File: src/rtl/vexpand_unit.sv
module vexpand_unit #(
  parameter int EW    = 64,
  parameter int LANES = 8
) (
  input  logic                   clk,
  input  logic                   rst,
  input  logic                   in_valid,
  input  logic [EW*LANES-1:0]    src,
  input  logic [EW*LANES-1:0]    old_dst,
  input  logic [LANES-1:0]       kmask,
  input  logic                   mask_en,
  input  logic                   zero_mode,
  input  logic [1:0]             vl_sel,
  input  logic [3:0]             reg_spec,
  input  logic [7:0]             disp8,
  output logic                   out_valid,
  output logic                   out_err_valid,
  output logic                   illegal,
  output logic [EW*LANES-1:0]    result,
  output logic [10:0]            disp_scaled
);
  localparam int IW = $clog2(LANES) + 1;

  logic [IW-1:0]       n_act;
  logic [LANES-1:0]    act, sel;
  logic [EW*LANES-1:0] nxt;
  logic                bad;

  assign n_act = (vl_sel == 2'b00) ? IW'(2) : (vl_sel == 2'b01) ? IW'(4) : IW'(LANES);
  assign bad   = (reg_spec != 4'b1111);

  function automatic logic [IW-1:0] ones_below(input logic [LANES-1:0] m, input int j);
    logic [IW-1:0] c;
    c = '0;
    for (int i = 0; i < LANES; i++)
      if (i < j && m[i]) c = c + IW'(1);
    return c;
  endfunction

  for (genvar j = 0; j < LANES; j++) begin : g_lane
    logic [IW-1:0] pick;
    assign act[j] = (IW'(j) < n_act);
    assign sel[j] = act[j] & (mask_en ? kmask[j] : 1'b1);
    assign pick   = ones_below(sel, j);
    always_comb begin
      if (sel[j])
        nxt[j*EW +: EW] = src[pick[IW-2:0]*EW +: EW];
      else if (act[j] && !zero_mode)
        nxt[j*EW +: EW] = old_dst[j*EW +: EW];
      else
        nxt[j*EW +: EW] = '0;
    end
  end

  always_ff @(posedge clk) begin
    if (rst) begin
      out_valid     <= 1'b0;
      out_err_valid <= 1'b0;
    end else begin
      out_valid     <= in_valid & ~bad;
      out_err_valid <= in_valid & bad;
    end
    if (in_valid) begin
      result      <= nxt;
      illegal     <= bad;
      disp_scaled <= {disp8, 3'b000};
    end
  end
endmodule


File: config.mk
export PLATFORM = sky130hd
export DESIGN_NAME = vexpand_unit
export DESIGN_NICKNAME = d
export VERILOG_FILES = /design/src/rtl/vexpand_unit.sv
export SDC_FILE = /design/constraint.sdc
export NUM_CORES = 2
export LEC_CHECK = 0
export BUFFER_PORTS_ARGS = -buffer_cell sky130_fd_sc_hd__buf_2
export CORE_AREA = 2 2 613 615
export DETAILED_ROUTE_END_ITERATION = 8
export DIE_AREA = 0 0 615 617
export SYNTH_ARGS = -nofsm -noshare
export SYNTH_HDL_FRONTEND = slang
export SYNTH_SLANG_ARGS = --single-unit
File: constraint.sdc
create_clock -name clk -period 25.8 [get_ports clk]
set_input_delay 3.87 -clock clk [delete_from_list [all_inputs] [get_ports clk]]
set_output_delay 3.87 -clock clk [all_outputs]
set_load 0.005 [all_outputs]
==> metrics <==
VDD IR max=0.0554 mV; DR pass1 iterations=6; Die X=615 um; GRT Overall Usage=21.3%; critical path's slowest cell=buf_4; TritonCTS buffer count=82; Critical Path Fanout Max=90; power per cell area=72.3 mW/mm^2; DR DRC count=0; critical path's most frequent cell=ha_1; die area=0.379 mm^2; Via density=4.81; worst setup path endpoint=result[488]; status=complete, no violations; critical path cell sequence=buf_2, nand2b_4, inv_6, ha_1, xnor2_2, inv_1, ha_1, mux2_8, ha_1, a22oi_1, nand2_4, ha_1, nor2_1, a21oi_4, ha_1, nand2_1, nand2_1, mux2i_4, buf_4, nand2_4, o32ai_1; Arr. time, crit path=11.71 ns; number of synthesized flops with an enable pin=521; instance count on the critical path=21; # rows=225; Max clock buf depth=4; root buffer cell=clkbuf_16; average routed wire per standard cell=38.8 um; H-Tree Depth=3; kind of critical path=in -> reg; crit path from=mask_en; Worst Hold Class=in -> reg; CTS clk-pin slew, worst paths=0.07 ns; Netlist cell types=54; global-route wire length before repair=529000 um; I/O Buffers=1573; nets=6682; FILL cells=41700; RSZ-0062 raised after global routing=false; Vias=52600; layout cells sized above 1=41.3%; crit path launch type=primary input; pre-CTS setup slack=13.91 ns; Cell Area, Synth=0.0484 mm^2; vias in the first global route=46800; Final ANT Viol Nets=0; Pleak=25.5 nW; syn_area_per_cell=11.0 um^2; final max-slew violation count=0; Starting Density=12.9%; Worst Hold Depth=1; clock net sink count=523; Iter 0 DRT Violations=7933; WP buf/inv=4; Synth Warn #=0; fin crit share=43.1%; Setup crit end kind=register; post-route cell area=0.0648 mm^2; I/O pin count=1577; core area=0.374 mm^2; Max Freq=90.0 MHz; placed cell areas=0.0614 mm^2; RePlAce Congestion=0.907; Max-cap violations=0; setup TNS=0 ns; register area share after synthesis=32.4%; Post-Synthesis Cells=4385; worst slew pin tran=1.22 ns; crit path time final=11.12 ns; Final Hold Fails=0; ys async rst share=0%; CTS-repair resized insts=0; Die Y-Extent=617 um; CTS tree=yes; overall power=4.68 mW; gr ovfl total=0; initial antenna violation count=453; routed wire length=424000 um; Post-CTS Setup Inserts=0; hold buffer count at cts=0; Yosys reg bits=523; synthesis-to-finish area growth=34.0%; slowest stage delay, CP=0.79 ns; main flop type after synthesis=edfxtp_1; WP data required=26.39 ns; HPWL after DPL=336000 um; setup slack after layout=14.68 ns; maximum number of pins on one net before global-route repair=129; Slew Limit Headroom=18.3%; Setup violations, final=0; crit-path leading delay family=adder cells
==> cell usage in the layout, fill, tap and decap left out, drive strengths merged, types with 4 or more instances in the layout <==
| cell type | count |
|---|---|
| inv | 13 |
| edfxtp | 521 |
| nand2 | 590 |
| diode | 241 |
| nor2 | 8 |
| nand2b | 70 |
| mux2 | 129 |
| mux4 | 384 |
| a32oi | 64 |
| o21ai | 447 |
| and2 | 4 |
| a22oi | 66 |
| a211o | 64 |
| clkinv | 29 |
| and3 | 67 |
| nand3b | 66 |
| ha | 5 |
| o32ai | 64 |
| nor2b | 4 |
| buf | 1666 |
| bufinv | 13 |
| a22o | 127 |
| clkbuf | 91 |
| clkinvlp | 5 |
| a311o | 63 |
| mux2i | 834 |
| a21oi | 130 |
| a211oi | 128 |
==> layout make-up <==
type,instances,area [um^2],area share (%)
clock inverter,54,682,1.05
timing repair buffer,1666,8670,13.4
sequential,523,15700,24.2
tap,4994,6250,9.65
clock buffer,91,2130,3.29
antenna,241,603,0.931
inverter,6,47.5,0.0734
multi-input combinational,3347,30700,47.4
==> logic make-up after synthesis <==
group	after synthesis	share of synthesized area, %
adders and majority gates	5	0.129
xor gates and xnor gates	9	0.279
other	1	0.00776
muxes	1347	38.5
DFF	523	32.4
and+or+nand+nor	822	7.75
AOI/OAI and AO/OA	1161	16.2
buffers and inverters	517	4.70
==> state kept, by name, indices dropped and copies added (netlist names) <==
register       flops
result           512
out_err_valid      1
disp_scaled        8
illegal            1
out_valid          1
==> how the worst min path moves through the flow <==
| stage | slack [ns] | endpoint | startpoint |
|---|---|---|---|
| floorplan | 3.95 | out_valid | rst |
| global placement | 4.05 | disp_scaled[7] | disp8[4] |
| detailed placement | 4.05 | disp_scaled[6] | disp8[3] |
| CTS | 3.17 | disp_scaled[6] | disp8[3] |
| global route | 3.21 | disp_scaled[7] | disp8[4] |
| finish | 3.25 | disp_scaled[6] | disp8[3] |
==> where the power goes <==
part	internal [mW]	switching (mW)	total, mW	leakage [nW]
Combinational	0.875	1.39	2.26	19.1
Clock	0.729	0.529	1.26	1.35
Sequential	1.11	0.0566	1.16	5.05
Total	2.71	1.97	4.68	25.5
==> metal layers <==
layer | up-vias | routed length (um) | GRT usage, %
met5 | - | 1410 | 0
met4 | 212 | 30400 | 12.2
met3 | 1289 | 52800 | 8.25
met2 | 4782 | 190000 | 33.8
met1 | 26000 | 149000 | 24.3
li1 | 20300 | - | -
==> stage by stage <==
stage               cells  utilization [%]  hold slack [ns]
floorplan            4387                -             3.95
global placement    10500             16.4             4.05
detailed placement  10500             16.4             4.05
CTS                 10700             17.2             3.17
global route        10800             17.3             3.21
finish              10900             17.3             3.25
==> Yosys cell counts, types with 18 or more instances <==
cell type	n	area (um^2)
nand2b_1	70	438
o21ai_0	447	2240
clkbuf_1	337	1260
a22oi_1	66	495
buf_6	19	214
nand3b_1	66	495
nand2_1	590	2210
buf_2	96	480
buf_4	18	135
mux2_2	89	1000
o32ai_1	64	561
a211oi_1	127	953
mux4_2	384	8650
a211o_1	64	561
a32oi_1	64	561
mux2i_1	834	8350
a22o_1	127	1110
edfxtp_1	521	15600
a21oi_1	130	651
a311o_1	63	631
mux2_4	40	601
buf_1	41	154
and3_1	66	413
No activity file was read; power rests on OpenSTA's default activity.
